**src/rtl/i2c_srx_pkg.sv**
```systemverilog
package i2c_srx_pkg;
  typedef enum logic [1:0] {FR_IDLE, FR_ADDR, FR_DATA} frame_st_e;

  localparam logic [1:0] RA_DATA = 2'd0;
  localparam logic [1:0] RA_CTRL = 2'd1;
  localparam logic [1:0] RA_STAT = 2'd2;

  localparam int C_NACK  = 0;
  localparam int C_IRQEN = 1;
  localparam int C_SMASK = 2;

  localparam int S_IRQ  = 0;
  localparam int S_FULL = 1;
  localparam int S_BUSY = 2;
  localparam int S_STOP = 3;
  localparam int S_RDRQ = 4;
endpackage

```
**src/rtl/i2c_srx_sync.sv**
```systemverilog
module i2c_srx_sync #(
  parameter int STAGES = 2
) (
  input  logic clk_i,
  input  logic rst_ni,
  input  logic scl_i,
  input  logic sda_i,
  output logic sda_o,
  output logic scl_rise_o,
  output logic scl_fall_o,
  output logic start_o,
  output logic stop_o
);
  logic [STAGES-1:0] scl_ff, sda_ff;
  logic scl_q, sda_q, scl_s, sda_s;

  for (genvar g = 0; g < STAGES; g++) begin : g_stage
    always_ff @(posedge clk_i or negedge rst_ni) begin
      if (!rst_ni) begin
        scl_ff[g] <= 1'b1;
        sda_ff[g] <= 1'b1;
      end else if (g == 0) begin
        scl_ff[g] <= scl_i;
        sda_ff[g] <= sda_i;
      end else begin
        scl_ff[g] <= scl_ff[(g == 0) ? 0 : g-1];
        sda_ff[g] <= sda_ff[(g == 0) ? 0 : g-1];
      end
    end
  end

  assign scl_s = scl_ff[STAGES-1];
  assign sda_s = sda_ff[STAGES-1];

  always_ff @(posedge clk_i or negedge rst_ni) begin
    if (!rst_ni) begin
      scl_q <= 1'b1;
      sda_q <= 1'b1;
    end else begin
      scl_q <= scl_s;
      sda_q <= sda_s;
    end
  end

  assign sda_o      = sda_s;
  assign scl_rise_o = scl_s & ~scl_q;
  assign scl_fall_o = ~scl_s & scl_q;
  assign start_o    = scl_s & scl_q & sda_q & ~sda_s;
  assign stop_o     = scl_s & scl_q & ~sda_q & sda_s;
endmodule

```
**src/rtl/i2c_srx_frame.sv**
```systemverilog
module i2c_srx_frame
  import i2c_srx_pkg::*;
#(
  parameter int ADDR_W = 7,
  parameter int DATA_W = ADDR_W + 1
) (
  input  logic              clk_i,
  input  logic              rst_ni,
  input  logic              scl_rise_i,
  input  logic              scl_fall_i,
  input  logic              start_i,
  input  logic              stop_i,
  input  logic              sda_i,
  input  logic [ADDR_W-1:0] own_addr_i,
  input  logic              nack_i,
  input  logic              full_i,
  output logic              sda_oe_o,
  output logic              scl_oe_o,
  output logic              byte_ev_o,
  output logic [DATA_W-1:0] byte_o,
  output logic              rdreq_ev_o
);
  localparam int CW      = $clog2(DATA_W + 2);
  localparam int ACK_CNT = DATA_W;
  localparam int END_CNT = DATA_W + 1;

  frame_st_e         st_q;
  logic [CW-1:0]     cnt_q;
  logic [DATA_W-1:0] sh_q;
  logic              ack_q, hold_q, ninth;

  always_ff @(posedge clk_i or negedge rst_ni) begin
    if (!rst_ni) begin
      st_q  <= FR_IDLE;
      cnt_q <= '0;
      sh_q  <= '0;
      ack_q <= 1'b0;
    end else if (start_i) begin
      st_q  <= FR_ADDR;
      cnt_q <= '0;
      ack_q <= 1'b0;
    end else if (stop_i) begin
      st_q  <= FR_IDLE;
      cnt_q <= '0;
      ack_q <= 1'b0;
    end else if (st_q != FR_IDLE) begin
      if (scl_rise_i) begin
        if (cnt_q < CW'(ACK_CNT)) begin
          sh_q  <= {sh_q[DATA_W-2:0], sda_i};
          cnt_q <= cnt_q + 1'b1;
          // address decided after the last address/dir bit
          if (st_q == FR_ADDR && cnt_q == CW'(ACK_CNT - 1) &&
              sh_q[ADDR_W-1:0] != own_addr_i) begin
            st_q  <= FR_IDLE;
            cnt_q <= '0;
          end
        end else if (cnt_q == CW'(ACK_CNT)) begin
          cnt_q <= CW'(END_CNT);
        end
      end else if (scl_fall_i) begin
        if (cnt_q == CW'(ACK_CNT)) begin
          ack_q <= ~nack_i;
        end else if (cnt_q == CW'(END_CNT)) begin
          ack_q <= 1'b0;
          cnt_q <= '0;
          if (st_q == FR_ADDR) st_q <= sh_q[0] ? FR_IDLE : FR_DATA;
        end
      end
    end
  end

  always_ff @(posedge clk_i or negedge rst_ni) begin
    if (!rst_ni) hold_q <= 1'b0;
    else if (!full_i) hold_q <= 1'b0;
    else if (st_q == FR_DATA && scl_fall_i && !start_i && !stop_i &&
             cnt_q == CW'(END_CNT)) hold_q <= 1'b1;
  end

  assign ninth      = scl_rise_i && !start_i && !stop_i && cnt_q == CW'(ACK_CNT);
  assign byte_ev_o  = ninth && st_q == FR_DATA;
  assign rdreq_ev_o = ninth && st_q == FR_ADDR && sh_q[0];
  assign byte_o     = sh_q;
  assign sda_oe_o   = ack_q;
  assign scl_oe_o   = hold_q;

  p_release_on_read_r7: assert property (@(posedge clk_i) disable iff (!rst_ni)
    $fell(full_i) |=> !scl_oe_o);
  p_sda_quiet_idle_r3: assert property (@(posedge clk_i) disable iff (!rst_ni)
    (st_q == FR_IDLE) |-> !sda_oe_o);
  p_ack_window_r4: assert property (@(posedge clk_i) disable iff (!rst_ni)
    sda_oe_o |-> (cnt_q == CW'(ACK_CNT) || cnt_q == CW'(END_CNT)));
endmodule

```
**src/rtl/i2c_srx_regs.sv**
```systemverilog
module i2c_srx_regs
  import i2c_srx_pkg::*;
#(
  parameter int DATA_W = 8
) (
  input  logic              clk_i,
  input  logic              rst_ni,
  input  logic              start_ev_i,
  input  logic              stop_ev_i,
  input  logic              byte_ev_i,
  input  logic [DATA_W-1:0] byte_i,
  input  logic              rdreq_ev_i,
  input  logic [1:0]        reg_addr_i,
  input  logic              reg_wr_i,
  input  logic              reg_rd_i,
  input  logic [DATA_W-1:0] reg_wdata_i,
  output logic [DATA_W-1:0] reg_rdata_o,
  output logic              irq_o,
  output logic              full_o,
  output logic              nack_o
);
  logic [DATA_W-1:0] rxbuf_q;
  logic irq_q, full_q, busy_q, stop_q, rdrq_q;
  logic nack_q, irqen_q, smask_q;
  logic wr_stat, wr_ctrl, rd_data;
  logic unused_wbits;

  assign wr_stat = reg_wr_i && reg_addr_i == RA_STAT;
  assign wr_ctrl = reg_wr_i && reg_addr_i == RA_CTRL;
  assign rd_data = reg_rd_i && reg_addr_i == RA_DATA;
  assign unused_wbits = ^reg_wdata_i[DATA_W-1:4];

  always_ff @(posedge clk_i or negedge rst_ni) begin
    if (!rst_ni) begin
      rxbuf_q <= '0;
      irq_q   <= 1'b0;
      full_q  <= 1'b0;
      busy_q  <= 1'b0;
      stop_q  <= 1'b0;
      rdrq_q  <= 1'b0;
      nack_q  <= 1'b0;
      irqen_q <= 1'b0;
      smask_q <= 1'b0;
    end else begin
      if (byte_ev_i) rxbuf_q <= byte_i;

      if (byte_ev_i || rdreq_ev_i || (stop_ev_i && !smask_q)) irq_q <= 1'b1;
      else if (wr_stat && !reg_wdata_i[S_IRQ]) irq_q <= 1'b0;

      if (byte_ev_i) full_q <= 1'b1;
      else if (rd_data) full_q <= 1'b0;

      if (start_ev_i) busy_q <= 1'b1;
      else if (stop_ev_i) busy_q <= 1'b0;

      if (stop_ev_i) stop_q <= 1'b1;
      else if (wr_stat && !reg_wdata_i[S_STOP]) stop_q <= 1'b0;

      if (rdreq_ev_i) rdrq_q <= 1'b1;
      else if (start_ev_i) rdrq_q <= 1'b0;

      if (wr_ctrl) begin
        nack_q  <= reg_wdata_i[C_NACK];
        irqen_q <= reg_wdata_i[C_IRQEN];
        smask_q <= reg_wdata_i[C_SMASK];
      end
    end
  end

  always_comb begin
    reg_rdata_o = '0;
    case (reg_addr_i)
      RA_DATA: reg_rdata_o = rxbuf_q;
      RA_CTRL: begin
        reg_rdata_o[C_NACK]  = nack_q;
        reg_rdata_o[C_IRQEN] = irqen_q;
        reg_rdata_o[C_SMASK] = smask_q;
      end
      RA_STAT: begin
        reg_rdata_o[S_IRQ]  = irq_q;
        reg_rdata_o[S_FULL] = full_q;
        reg_rdata_o[S_BUSY] = busy_q;
        reg_rdata_o[S_STOP] = stop_q;
        reg_rdata_o[S_RDRQ] = rdrq_q;
      end
      default: reg_rdata_o = '0;
    endcase
  end

  assign irq_o  = irq_q & irqen_q;
  assign full_o = full_q;
  assign nack_o = nack_q;

  p_full_on_byte_r6: assert property (@(posedge clk_i) disable iff (!rst_ni)
    byte_ev_i |=> (full_q && rxbuf_q == $past(byte_i)));
  p_irq_on_byte_r5: assert property (@(posedge clk_i) disable iff (!rst_ni)
    (byte_ev_i || rdreq_ev_i) |=> irq_q);
  p_busy_set_r1: assert property (@(posedge clk_i) disable iff (!rst_ni)
    start_ev_i |=> busy_q);
  p_busy_clr_r1: assert property (@(posedge clk_i) disable iff (!rst_ni)
    (stop_ev_i && !start_ev_i) |=> (!busy_q && stop_q));
  p_stop_masked_r8: assert property (@(posedge clk_i) disable iff (!rst_ni)
    (stop_ev_i && smask_q && !irq_q && !byte_ev_i && !rdreq_ev_i) |=> !irq_q);
endmodule

```
**src/rtl/i2c_stretch_slave.sv**
```systemverilog
module i2c_stretch_slave #(
  parameter int ADDR_W      = 7,
  parameter int DATA_W      = ADDR_W + 1,
  parameter int SYNC_STAGES = 2
) (
  input  logic              clk_i,
  input  logic              rst_ni,
  input  logic              scl_i,
  input  logic              sda_i,
  output logic              scl_oe_o,
  output logic              sda_oe_o,
  input  logic [ADDR_W-1:0] own_addr_i,
  input  logic [1:0]        reg_addr_i,
  input  logic              reg_wr_i,
  input  logic              reg_rd_i,
  input  logic [DATA_W-1:0] reg_wdata_i,
  output logic [DATA_W-1:0] reg_rdata_o,
  output logic              irq_o
);
  logic sda_s, scl_rise, scl_fall, start_ev, stop_ev;
  logic byte_ev, rdreq_ev, full, nack;
  logic [DATA_W-1:0] byte_val;

  i2c_srx_sync #(.STAGES(SYNC_STAGES)) u_sync (
    .clk_i      (clk_i),
    .rst_ni     (rst_ni),
    .scl_i      (scl_i),
    .sda_i      (sda_i),
    .sda_o      (sda_s),
    .scl_rise_o (scl_rise),
    .scl_fall_o (scl_fall),
    .start_o    (start_ev),
    .stop_o     (stop_ev)
  );

  i2c_srx_frame #(.ADDR_W(ADDR_W), .DATA_W(DATA_W)) u_frame (
    .clk_i      (clk_i),
    .rst_ni     (rst_ni),
    .scl_rise_i (scl_rise),
    .scl_fall_i (scl_fall),
    .start_i    (start_ev),
    .stop_i     (stop_ev),
    .sda_i      (sda_s),
    .own_addr_i (own_addr_i),
    .nack_i     (nack),
    .full_i     (full),
    .sda_oe_o   (sda_oe_o),
    .scl_oe_o   (scl_oe_o),
    .byte_ev_o  (byte_ev),
    .byte_o     (byte_val),
    .rdreq_ev_o (rdreq_ev)
  );

  i2c_srx_regs #(.DATA_W(DATA_W)) u_regs (
    .clk_i       (clk_i),
    .rst_ni      (rst_ni),
    .start_ev_i  (start_ev),
    .stop_ev_i   (stop_ev),
    .byte_ev_i   (byte_ev),
    .byte_i      (byte_val),
    .rdreq_ev_i  (rdreq_ev),
    .reg_addr_i  (reg_addr_i),
    .reg_wr_i    (reg_wr_i),
    .reg_rd_i    (reg_rd_i),
    .reg_wdata_i (reg_wdata_i),
    .reg_rdata_o (reg_rdata_o),
    .irq_o       (irq_o),
    .full_o      (full),
    .nack_o      (nack)
  );
endmodule

```
**config.mk**
```make
export PLATFORM = sky130hd
export DESIGN_NAME = i2c_stretch_slave
export DESIGN_NICKNAME = d
export VERILOG_FILES = /design/src/rtl/i2c_srx_pkg.sv /design/src/rtl/i2c_srx_sync.sv /design/src/rtl/i2c_srx_frame.sv /design/src/rtl/i2c_srx_regs.sv /design/src/rtl/i2c_stretch_slave.sv
export SDC_FILE = /design/constraint.sdc
export NUM_CORES = 1
export LEC_CHECK = 0
export ABC_AREA = 1
export CORE_ASPECT_RATIO = 1.1
export CORE_MARGIN = 4
export CORE_UTILIZATION = 52
export DETAILED_ROUTE_END_ITERATION = 12
export DONT_BUFFER_PORTS = 1
export PLACE_DENSITY = 0.66
export SYNTH_ARGS = -nofsm -noshare
export SYNTH_HDL_FRONTEND = slang
export SYNTH_HIERARCHICAL = 1
export SYNTH_SLANG_ARGS = --single-unit
```
**constraint.sdc**
```tcl
create_clock -name clk_i -period 2.3 [get_ports clk_i]
set_input_delay 0.46 -clock clk_i [delete_from_list [all_inputs] [get_ports clk_i]]
set_output_delay 0.46 -clock clk_i [all_outputs]
set_load 0.005 [all_outputs]
```
==> out/qor.yml <==
initial_utilization_pct: 54.7
final_hold_viol_count: 0
syn_nets: 280
final.min_clock_period_ns: 1.81
p_r_area_growth_vs_syn_pct: 10.4
place_area_um2: 2100
finalClockSkew_ns: 0.0101
cts_bufs_inserted: 5
core.rowCount: 23
die_y_um: 73.6
total_global_route_track_usage_pct: 17.7
num_antenna_cells: 0
layout.cells.most_common_list: "sky130_fd_sc_hd__nand2_1 (76), sky130_fd_sc_hd__inv_1 (45), sky130_fd_sc_hd__dfrtp_1 (32), sky130_fd_sc_hd__nor2_1 (18), sky130_fd_sc_hd__nand3_1 (11)"
outcome: "finished clean"
first_pass_grt_wire_length_um: 6530
hpwlAfterDp_um: 2780
drc: 0
ys_seq_area_share_pct: 47.2
grt_overflow_total: 0
critPathRequiredTime_ns: 2.48
antenna_left: 0
drv_slew: 0
ctsHoldBuffers: 2
drv.max_cap_violation_count: 0
postCtsSetupRepairBufs: 0
cts_num_sinks: 38
wl_um: 3750
route.detailed.wl_per_inst_um: 11.9
ys_types: 31
cp_max_fo: 5
setup_tns_ns: 0
htree_num_levels: 2
drtIter0Drc: 99
layout.nets: 289
pin_count: 34
worstHoldPathType: "primary input to register"
syn_inst: 254
max_freq_mhz: 552
post_synth.cell_area_avg_um2: 8.00
routabilityCongestion: 0.887
ir_drop_worst_vdd_v: 0.000670
mappedNetlistArea_um2: 2030
detail_route.first_pass.iterations: 4
commonest_non_fill_non_tap_cell_in_the_layout: "sky130_fd_sc_hd__nand2_1"
cts.clk_slew.worst_paths_ns: 0.08
post-route-cell-area_um2: 2240
number_of_antenna_violations_at_the_first_check_in_global_routing: 0
synth_seq_cells: 38
ys_warn_count: 6
critical_path.endpoint_type: "register"
die_x_um: 67.6
cp_data_arrival_time_ns: 2.00
design.die.area_um2: 4970
power.leakage_uw: 0.00110
number_of_vias_in_the_routed_layout: 1510
final-setup-viol-count: 0
num-fill-cells: 349
worstSetupStartpointType: "register"
core_area_um2: 3710
clk-insertion-delay-late_ns: 0.29
vias_per_cell: 4.81
grt_pass1_vias: 1466
type_of_the_setup_path_with_the_least_slack: "register to register"
regArea_um2: 958
max_slew_margin_pct: 73.7
cts.root.buffer_cell: "sky130_fd_sc_hd__clkbuf_8"
timing_worst_slew_pin_value_ns: 0.394
power.density_nw_per_um2: 887
max-clock-path-buffers: 2
grt_start_max_net_pins: 35
period_share_pct: 78.8
post_cts_resized: 0
unrepaired_setup_endpoints_after_global_routing: "no"
multi_input_comb_area_um2: 877
drive_gt1_share_pct: 17.4
buffer_ports.inserted: 0
tritoncts_clock_tree: "done"
==> path summary, 6_finish.rpt <==
| kind | from | to | slack [ns] | cells after the start |
|---|---|---|---|---|
| min | sda_i | u_sync/sda_ff[0] | 0.16 | 0 |
| min reg2reg | u_sync/scl_ff[0] | u_sync/scl_s | 0.36 | 0 |
| max | u_sync/scl_s | u_frame/st_q[0] | 0.49 | 11 |
| max reg2reg | u_sync/scl_s | u_frame/st_q[0] | 0.49 | 11 |
| min in group asynchronous | rst_ni | u_sync/scl_q | 0.81 | 1 |
| max in group asynchronous | rst_ni | u_sync/sda_ff[0] | 1.22 | 2 |
==> cell type report <==
cell class	count	area share [%]
timing repair buffer	4	2.01
multi-input combinational	165	39.1
clock buffer	5	3.07
tap	50	2.79
clock inverter	3	2.01
sequential	38	42.7
inverter	49	8.31
==> per-stage QoR <==
stage	worst slack, ns	power [uW]	utilization, %	hold WS (ns)	cells
detailed placement	0.480	1420	56.6	0.166	304
global placement	0.491	1410	56.6	0.165	304
CTS	0.470	2010	60.4	0.143	314
global route	0.262	2140	60.4	0.135	314
floorplan	0.523	1320	-	0.164	254
finish	0.487	1990	60.4	0.155	314
==> critical path, cell delays in order, from the launching register on <==
cell and delay, ns:
sky130_fd_sc_hd__dfstp_2 0.55, sky130_fd_sc_hd__nand2_1 0.06, sky130_fd_sc_hd__nor2_1 0.33, sky130_fd_sc_hd__nor2_4 0.12
sky130_fd_sc_hd__nand2_2 0.10, sky130_fd_sc_hd__inv_2 0.04, sky130_fd_sc_hd__o21ai_2 0.05, sky130_fd_sc_hd__nand2_2 0.11
sky130_fd_sc_hd__nor3_2 0.15, sky130_fd_sc_hd__nand2_1 0.09, sky130_fd_sc_hd__nand2_1 0.06, sky130_fd_sc_hd__nand2_1 0.05
==> logic make-up after synthesis <==
kind of cell	synth area share [%]
simple gates	29.6
buf+inv	9.98
flops	47.2
compound gates	11.0
fa+ha+maj	1.85
xor+xnor	0.431
==> report_power, final <==
group / leakage (uW) / switching (uW) / internal (uW) / total (uW)
clock network: 0.0000504 / 242 / 322 / 564
logic: 0.000565 / 311 / 176 / 487
registers: 0.000485 / 130 / 808 / 938
total: 0.00110 / 683 / 1310 / 1990
==> state kept, by name, summed over array words and instances (netlist names) <==
signal            cells
u_regs/rdrq_q         1
u_regs/smask_q        1
u_sync/sda_ff         1
u_regs/full_o         1
u_frame/cnt_q         4
u_frame/byte_o        8
u_frame/scl_oe_o      1
u_frame/sda_oe_o      1
u_sync/scl_s          1
u_regs/rxbuf_q        8
u_sync/sda_q          1
u_sync/scl_q          1
u_sync/scl_ff         1
u_frame/st_q          2
u_regs/irq_q          1
u_regs/busy_q         1
u_regs/nack_o         1
u_regs/stop_q         1
u_sync/sda_o          1
u_regs/irqen_q        1
==> cells in the mapped netlist (all sizes together) <==
| cell | count | share of area [%] |
|---|---|---|
| nand2 | 81 | 16 |
| inv | 49 | 9.2 |
| dfrtp | 32 | 39 |
| o21ai | 22 | 6.9 |
| nor2 | 21 | 5.0 |
| nand3 | 14 | 4.6 |
| dfstp | 6 | 7.8 |
| nand4 | 6 | 1.8 |
| nor3 | 5 | 1.7 |
| a21oi | 4 | 1.2 |
| ha | 3 | 1.8 |
| o21bai | 3 | 1.7 |
| buf | 2 | 0.80 |
| nor4 | 2 | 0.62 |
| o22ai | 2 | 0.92 |
| o211ai | 1 | 0.37 |
| xor2 | 1 | 0.43 |
==> routing by layer <==
metal / part of all wire [%] / GRT usage [%] / up-vias
met5: 0 / 0 / -
met4: 1.4 / 6.08 / 0
met3: 5.8 / 6.12 / 6
met2: 45 / 27.8 / 27
met1: 48 / 22.6 / 665
li1: - / - / 812
No activity file was read; power rests on OpenSTA's default activity.
